**src/rtl/pulse_accum.sv**
```systemverilog
module pulse_accum #(
  parameter int CNT_W = 16
) (
  input  logic             clk,
  input  logic             rst_n,
  input  logic             pin_in,
  input  logic             timer_en,
  input  logic             presc_tick,
  input  logic             div64_tick,
  input  logic [1:0]       reg_addr,
  input  logic             reg_wr,
  input  logic             reg_rd,
  input  logic [CNT_W-1:0] reg_wdata,
  output logic [CNT_W-1:0] reg_rdata,
  output logic             tcnt_tick,
  output logic             ovf_req,
  output logic             edge_req
);
  localparam int LO_W = CNT_W / 2;
  localparam logic [1:0] A_CTRL = 2'd0, A_FLAG = 2'd1, A_CNT = 2'd2;

  logic             acc_en, fast_clr;
  logic [1:0]       mode, clk_sel;
  logic [CNT_W-1:0] cnt;
  logic             ovf_flag, inp_flag;
  logic             pin_s1, pin_s2, pin_d;

  always_ff @(posedge clk or negedge rst_n)
    if (!rst_n) {pin_s1, pin_s2, pin_d} <= '0;
    else        {pin_s1, pin_s2, pin_d} <= {pin_in, pin_s1, pin_s2};

  wire rise     = pin_s2 & ~pin_d;
  wire fall     = ~pin_s2 & pin_d;
  wire sel_edge = mode[0] ? rise : fall;
  wire gate_on  = pin_s2 ^ mode[0];
  wire acc_clk  = acc_en & (mode[1] ? (div64_tick & timer_en & gate_on) : sel_edge);
  wire lo_tick  = acc_clk & (&cnt[LO_W-1:0]);
  wire wrap     = acc_clk & (&cnt);

  wire cnt_wr   = reg_wr & (reg_addr == A_CNT);
  wire cnt_acc  = (reg_wr | reg_rd) & (reg_addr == A_CNT);
  wire clr_ok   = timer_en | acc_en;
  wire clr_all  = fast_clr & cnt_acc & clr_ok;
  wire w1c      = ~fast_clr & reg_wr & (reg_addr == A_FLAG) & clr_ok;
  wire inp_evt  = acc_en & sel_edge;

  always_ff @(posedge clk or negedge rst_n)
    if (!rst_n) begin
      {fast_clr, clk_sel, mode, acc_en} <= '0;
    end else if (reg_wr && reg_addr == A_CTRL) begin
      {fast_clr, clk_sel, mode, acc_en} <= reg_wdata[5:0];
    end

  always_ff @(posedge clk or negedge rst_n)
    if (!rst_n)       cnt <= '0;
    else if (cnt_wr)  cnt <= reg_wdata;
    else if (acc_clk) cnt <= cnt + 1'b1;

  always_ff @(posedge clk or negedge rst_n)
    if (!rst_n) begin
      ovf_flag <= 1'b0;
      inp_flag <= 1'b0;
    end else begin
      if (wrap)                         ovf_flag <= 1'b1;
      else if (clr_all || (w1c && reg_wdata[1])) ovf_flag <= 1'b0;
      if (inp_evt)                      inp_flag <= 1'b1;
      else if (clr_all || (w1c && reg_wdata[0])) inp_flag <= 1'b0;
    end

  always_comb begin
    unique case (reg_addr)
      A_CTRL:  reg_rdata = CNT_W'({fast_clr, clk_sel, mode, acc_en});
      A_FLAG:  reg_rdata = CNT_W'({ovf_flag, inp_flag});
      A_CNT:   reg_rdata = cnt;
      default: reg_rdata = '0;
    endcase
  end

  always_comb begin
    if (!acc_en) tcnt_tick = presc_tick;
    else begin
      unique case (clk_sel)
        2'd0:    tcnt_tick = presc_tick;
        2'd1:    tcnt_tick = acc_clk;
        2'd2:    tcnt_tick = lo_tick;
        default: tcnt_tick = wrap;
      endcase
    end
  end

  assign ovf_req  = ovf_flag;
  assign edge_req = inp_flag;


  ovf_src_chk: assert property (@(posedge clk) disable iff (!rst_n)
    $rose(ovf_flag) |-> $past(cnt) == {CNT_W{1'b1}} && cnt == '0);

  gate_stop_chk: assert property (@(posedge clk) disable iff (!rst_n)
    (acc_en && mode[1] && !timer_en && !cnt_wr) |=> $stable(cnt));

  hold_cnt_chk: assert property (@(posedge clk) disable iff (!rst_n)
    (!acc_en && !cnt_wr) |=> $stable(cnt));

  no_clear_chk: assert property (@(posedge clk) disable iff (!rst_n)
    (!timer_en && !acc_en) |=> !$fell(ovf_flag) && !$fell(inp_flag));

  inp_src_chk: assert property (@(posedge clk) disable iff (!rst_n)
    $rose(inp_flag) |-> $past(acc_en));
endmodule

```
**config.mk**
```make
export PLATFORM = sky130hd
export DESIGN_NAME = pulse_accum
export DESIGN_NICKNAME = d
export VERILOG_FILES = /design/src/rtl/pulse_accum.sv
export SDC_FILE = /design/constraint.sdc
export NUM_CORES = 1
export LEC_CHECK = 0
export BUFFER_PORTS_ARGS = -buffer_cell sky130_fd_sc_hd__buf_2
export CORE_MARGIN = 3
export CORE_UTILIZATION = 55
export CTS_CLUSTER_SIZE = 25
export DETAILED_ROUTE_END_ITERATION = 16
export GPL_TIMING_DRIVEN = 0
export PLACE_DENSITY = 0.84
export SKIP_CTS_REPAIR_TIMING = 1
export SYNTH_ARGS = -nofsm -noshare
export SYNTH_HDL_FRONTEND = slang
export SYNTH_SLANG_ARGS = --single-unit
```
**constraint.sdc**
```tcl
create_clock -name clk -period 4.8 [get_ports clk]
set_clock_uncertainty 0.15 [all_clocks]
set_input_delay 0.96 -clock clk [delete_from_list [all_inputs] [get_ports clk]]
set_output_delay 0.96 -clock clk [all_outputs]
set_load 0.01 [all_outputs]
```
==> results of run 1 <==
## area by class of cell
type                            instances  share of cell area [%]
Clock buffer                            4                    1.41
Sequential cell                        27                    36.3
Buffer                                  7                    1.48
Timing Repair Buffer                   42                    11.3
Multi-Input combinational cell        139                    47.3
Inverter                                1                   0.201
Tap cell                               30                    2.01
## metrics by stage
stage	area [um^2]	setup WS, ps
after floorplan	1590	1810
after global placement	1840	1430
after detailed placement	1840	1390
after CTS	1860	1390
after global routing	1860	1240
final	1860	1350
## path summary, 6_finish.rpt
path,startpoint,end,slack (ps),cells after the start
max reg2reg,acc_en,cnt[11],2740,5
min,pin_s1,pin_s2,220,0
min in group asynchronous,rst_n,fast_clr,460,1
max in group asynchronous,rst_n,cnt[1],3620,1
max,timer_en,tcnt_tick,1350,7
min reg2reg,pin_s1,pin_s2,220,0
## layer usage
metal / wire length [um] / share of wire (%) / up-vias / GRT usage [%]
li1: - / - / 705 / -
met1: 1670 / 43 / 683 / 30.6
met2: 1900 / 49 / 59 / 42.0
met3: 238 / 6.2 / 5 / 1.94
met4: 40 / 1.0 / 0 / 6.65
met5: 0 / 0 / - / 0
## power groups by stage
| stage | Clock [mW] | Sequential, mW | Combinational [mW] |
|---|---|---|---|
| after global placement | 0 | 0.346 | 0.222 |
| after global routing | 0.110 | 0.356 | 0.264 |
| final | 0.0968 | 0.348 | 0.236 |
| after CTS | 0.100 | 0.345 | 0.235 |
| after floorplan | 0 | 0.334 | 0.166 |
| after detailed placement | 0 | 0.351 | 0.232 |
## flip-flops by register name (all words and copies together) (netlist names)
name and count:
fast_clr 1, acc_en 1, pin_s1 1, cnt 16, mode 2, pin_d 1
ovf_req 1, clk_sel 2, edge_req 1, pin_s2 1
## worst max-delay path, stage by stage
cell      delay [ps]
buf_2             90
nand4_1          130
nor2_1           410
nor2_1           210
a311oi_1         280
a21o_1           120
buf_2            120
## logic make-up (layout without fill, tap and decap cells)
group,Yosys count,after routing,share of synthesized area (%)
multiplexers,13,13,8.66
AO/OA/AOI/OAI,40,40,16.1
buffers and inverters,8,54,1.97
AND/OR/NAND/NOR,69,69,21.2
XOR/XNOR,16,16,8.82
adder cells (fa/ha/maj),1,1,0.787
flip-flops,27,27,42.5
## cells in the mapped netlist
library cell	number	area [um^2]
a21oi_1	17	85.1
nand2_1	11	41.3
nor2b_1	2	12.5
or3b_2	1	8.76
nand2b_1	2	12.5
a32o_1	1	10.0
o211ai_1	4	30.0
ha_1	1	12.5
buf_2	1	5.00
and3_1	1	6.26
o21ai_0	10	50.1
mux2i_1	7	70.1
a21o_1	1	7.51
or3b_4	1	11.3
mux2_2	6	67.6
a21oi_2	1	8.76
a311oi_1	1	8.76
inv_1	1	3.75
and2_1	10	62.6
nor2_1	27	101
nor3_1	4	20.0
nand3b_1	1	7.51
dfrtp_1	27	676
a211oi_4	1	20.0
xnor2_1	1	8.76
clkbuf_1	6	22.5
nand3_1	5	25.0
nand4_1	3	18.8
nor4b_1	1	8.76
xor2_1	15	131
o2111ai_1	4	35.0
## layout by cell type, fill, tap and decap left out, types with 3 or more instances in the layout
master / n
buf_2: 43
nor2_1: 27
dfrtp_1: 27
a21oi_1: 17
xor2_1: 15
nand2_1: 11
o21ai_0: 10
and2_1: 10
clkbuf_1: 7
mux2i_1: 7
mux2_2: 6
nand3_1: 5
nor3_1: 4
o2111ai_1: 4
o211ai_1: 4
nand4_1: 3
clkbuf_4: 3
==> results.json, run 1 <==
{
  "switching_share_pct": 38.3,
  "drtPass1Iterations": 4,
  "nets": 248,
  "grt_pass1_vias": 1391,
  "arrival_ps": 2340,
  "clock_power_share_pct": 14.2,
  "power_frac_seq_pct": 51.2,
  "syn_avg_cell_area_um2": 9.13,
  "slew_viol_final": 0,
  "min_path_type": "reg -> reg",
  "worstMarginPinSlew_ps": 774,
  "drt-initial-drc-count": 102,
  "drc": 0,
  "cts_num_sinks": 27,
  "crit_fanout": 8,
  "grt-ovfl-total": 0,
  "cts.path.max_buffers": 2,
  "synth.cell_area_um2": 1590,
  "holdWs_ps": 218,
  "rsz0062_at_grt": "false",
  "cts_buffers": 3,
  "setup.worst_path.start_class": "primary input",
  "grt_use_total_pct": 23.6,
  "postRouteAntennaNets": 0,
  "num_vias": 1452,
  "dp.cells": 246,
  "final_cells": 250,
  "intPower_mw": 0.420,
  "crit_type": "in -> out",
  "clockRootBuffer": "clkbuf_4",
  "worst_skew_pair.late_latency_ps": 330,
  "cts_htree_levels": 1,
  "vdd_drop_max_mv": 0.284,
  "yosysWarnings": 0,
  "drive_above_1_share_pct": 25.5,
  "core_area_um2": 2610,
  "synth_nets": 201,
  "fp.dieH_um": 59.8,
  "syn_to_final_growth_pct": 17.2,
  "status": "complete, no violations",
  "end_kind": "primary output",
  "power.total_mw": 0.681,
  "ys_seq_area_share_pct": 42.5,
  "path_clk_slew_ps": 130,
  "initial_core_util_pct": 60.8,
  "max_freq_ghz": 0.290,
  "final-setup-viol-count": 0,
  "power_leakage_nw": 0.826,
  "dieArea_um2": 3570,
  "multi_input_area_um2": 882,
  "hold_viol_final": 0,
  "setup_tns_ps": 0,
  "hpwlAfterDp_um": 2910,
  "ios": 45,
  "rows": 18,
  "grt_first_pass_wirelength_um": 6370,
  "grt_max_degree": 28,
  "netSwitchingPower_mw": 0.261,
  "io_buffers": 42,
  "wirelength_um": 3860,
  "avgViaCountPerCell": 5.81,
  "post_drt_wl_per_cell_um": 15.4,
  "n_antenna_cell": 0,
  "slew_headroom_pct": 48.0,
  "yosysUniqueCellTypes": 31,
  "die_x_um": 59.8,
  "drv_cap": 0,
  "gp_congestion": 0.849,
  "crit_required_ps": 3690,
  "netlist_instances": 174,
  "final_util_pct": 71.3,
  "fin_crit_ps": 3450,
  "final-seq-area_um2": 676,
  "powerDensity_nw_per_um2": 365,
  "synth_seq_cells": 27,
  "pwr-share-comb_pct": 34.6,
  "cts_tree": "yes",
  "n_fill_cell": 207,
  "finalCritPeriodShare_pct": 71.8,
  "antenna_found_initial": 0
}
Note: power is estimated with default switching activity, not from simulation.
==> inputs of run 2 (changes only) <==
--- a/config.mk
+++ b/config.mk
@@ -5,13 +5,14 @@
 export SDC_FILE = /design/constraint.sdc
 export NUM_CORES = 1
 export LEC_CHECK = 0
+export ABC_AREA = 1
 export BUFFER_PORTS_ARGS = -buffer_cell sky130_fd_sc_hd__buf_2
 export CORE_MARGIN = 3
-export CORE_UTILIZATION = 55
+export CORE_UTILIZATION = 53
 export CTS_CLUSTER_SIZE = 25
 export DETAILED_ROUTE_END_ITERATION = 16
 export GPL_TIMING_DRIVEN = 0
-export PLACE_DENSITY = 0.84
+export PLACE_DENSITY = 0.79
 export SKIP_CTS_REPAIR_TIMING = 1
 export SYNTH_ARGS = -nofsm -noshare
 export SYNTH_HDL_FRONTEND = slang
==> constraint.sdc (replaced) <==
create_clock -name clk -period 3.6 [get_ports clk]
set_clock_uncertainty 0.15 [all_clocks]
set_input_delay 0.72 -clock clk [delete_from_list [all_inputs] [get_ports clk]]
set_output_delay 0.72 -clock clk [all_outputs]
set_load 0.01 [all_outputs]
==> results.json, run 2 <==
{
  "synth_edf_count": 0,
  "powerDensity_nw_per_um2": 522,
  "die_x_um": 64.9,
  "status": "complete, no violations",
  "min_path_type": "in -> async",
  "slew_headroom_pct": 60.1,
  "cts_htree_levels": 1,
  "dieArea_um2": 4210,
  "gp_congestion": 0.876,
  "drive_above_1_share_pct": 24.4,
  "end_kind": "primary output",
  "drtPass1Iterations": 4,
  "io_buffers": 44,
  "yosysUniqueCellTypes": 35,
  "synth_nets": 286,
  "clockRootBuffer": "clkbuf_4",
  "ys_seq_area_share_pct": 36.8,
  "fp.dieH_um": 64.9,
  "final_cell_mix": "nand2_1, buf_2, inv_1",
  "nets": 335,
  "cts_tree": "yes",
  "async_flop_share_pct": 100,
  "n_antenna_cell": 0,
  "largest_reg_flops": 16,
  "yosysMostFrequentCell": "nand2_1",
  "grt_max_degree": 28,
  "crit_type": "reg -> out",
  "grt_pass1_vias": 1779,
  "fin_ws_ps": 752,
  "fin_crit_ps": 2850,
  "rows": 20,
  "final_common_cell": "nand2_1",
  "synth_area_leaders": "dfrtp_1, nand2_1, nand3_1, inv_1, nor2_1",
  "cts_buffers": 3,
  "synthTopCellsByCount": "nand2_1, inv_1, nor2_1",
  "avgViaCountPerCell": 5.26,
  "grt_use_total_pct": 24.3,
  "pre_cts_ws_ps": 1020,
  "wirelength_um": 4530,
  "drt-initial-drc-count": 181,
  "antenna_found_initial": 0,
  "slew_viol_final": 0,
  "yosysTopAreaCellShare_pct": 36.8,
  "core_area_um2": 3180,
  "cts_num_sinks": 27,
  "largest_register": "cnt",
  "rsz0062_at_grt": "false",
  "synth_seq_cells": 27,
  "crit_fanout": 4,
  "hpwlAfterDp_um": 3540,
  "setup.worst_path.start_class": "register",
  "finalCritPeriodShare_pct": 79.1,
  "initial_core_util_pct": 57.8,
  "synth.cell_area_um2": 1840,
  "syn_to_final_growth_pct": 16.6,
  "grt-ovfl-total": 0,
  "vdd_drop_max_mv": 0.313,
  "power_leakage_nw": 1.09,
  "crit_required_ps": 2730,
  "final-setup-viol-count": 0,
  "grt_first_pass_wirelength_um": 8030,
  "ios": 45,
  "setup_tns_ps": 0,
  "worstMarginPinSlew_ps": 599,
  "netlist_instances": 259,
  "drv_cap": 0,
  "synth_ff_type": "dfrtp_1",
  "synth_area_leader_cell": "dfrtp_1",
  "arrival_ps": 1980,
  "postRouteAntennaNets": 0,
  "path_clk_slew_ps": 150,
  "max_freq_ghz": 0.351,
  "yosysWarnings": 0,
  "num_vias": 1848,
  "worst_skew_pair.late_latency_ps": 340,
  "post_drt_wl_per_cell_um": 12.9,
  "drc": 0,
  "cts.path.max_buffers": 2,
  "syn_avg_cell_area_um2": 7.10,
  "hold_viol_final": 0
}
[run 2: power breakdown]
part           switching (mW)  internal [mW]
clock network          0.0980         0.0427
logic                   0.282          0.183
registers               0.111          0.400
[run 2: critical path: stages (launching register included)]
cell	delay [ps]
dfrtp_1	440
ha_1	210
nand2_2	100
nor2_2	200
nand2_2	110
nor2_1	170
nand3_1	90
nand3_1	90
nand2_1	50
nand2_1	50
buf_2	120
[run 2: cell families after synthesis]
family                     after synthesis  share of synthesized area, %
buffers and inverters                   41                          10.0
adders and majority gates                1                         0.681
DFF                                     27                          36.8
AOI/OAI and AO/OA                       44                          14.3
and+or+nand+nor                        144                          37.3
xor gates and xnor gates                 2                         0.953
[run 2: cell type report]
cell class / count / area [um^2]
Fill cell: 316 / 1030
Multi-Input combinational cell: 191 / 978
Sequential cell: 27 / 676
Timing Repair Buffer: 44 / 220
Inverter: 35 / 134
Tap cell: 44 / 55.1
Buffer: 6 / 50.0
Clock buffer: 3 / 22.5
Clock inverter: 1 / 7.51
[run 2: per-stage QoR]
step	instances	power (mW)	hold WS, ps	utilization (%)	cell area, um^2
after floorplan	259	0.836	181	-	1840
after global placement	347	0.971	183	66.5	2110
after detailed placement	347	0.977	187	66.5	2110
after CTS	351	1.12	218	67.4	2140
after global routing	351	1.23	227	67.4	2140
final	351	1.12	205	67.4	2140
[run 2: final timing paths]
path	cells after the start	slack, ps	endpoint	start
setup / recovery	10	750	tcnt_tick	cnt[0]
hold / removal	1	200	mode[1]	rst_n
setup reg to reg	8	1900	cnt[8]	cnt[0]
hold reg to reg	0	220	pin_s2	pin_s1
max in group asynchronous	1	2710	cnt[4]	rst_n
min in group clk	0	220	pin_s2	pin_s1
[run 2: per-layer routing]
| layer | share of wire, % | global-route usage [%] | vias to the layer above |
|---|---|---|---|
| li1 | - | - | 946 |
| met1 | 48 | 34.9 | 836 |
| met5 | 0 | 0 | - |
| met3 | 6.1 | 4.51 | 6 |
| met4 | 1.3 | 7.39 | 0 |
| met2 | 44 | 37.0 | 60 |
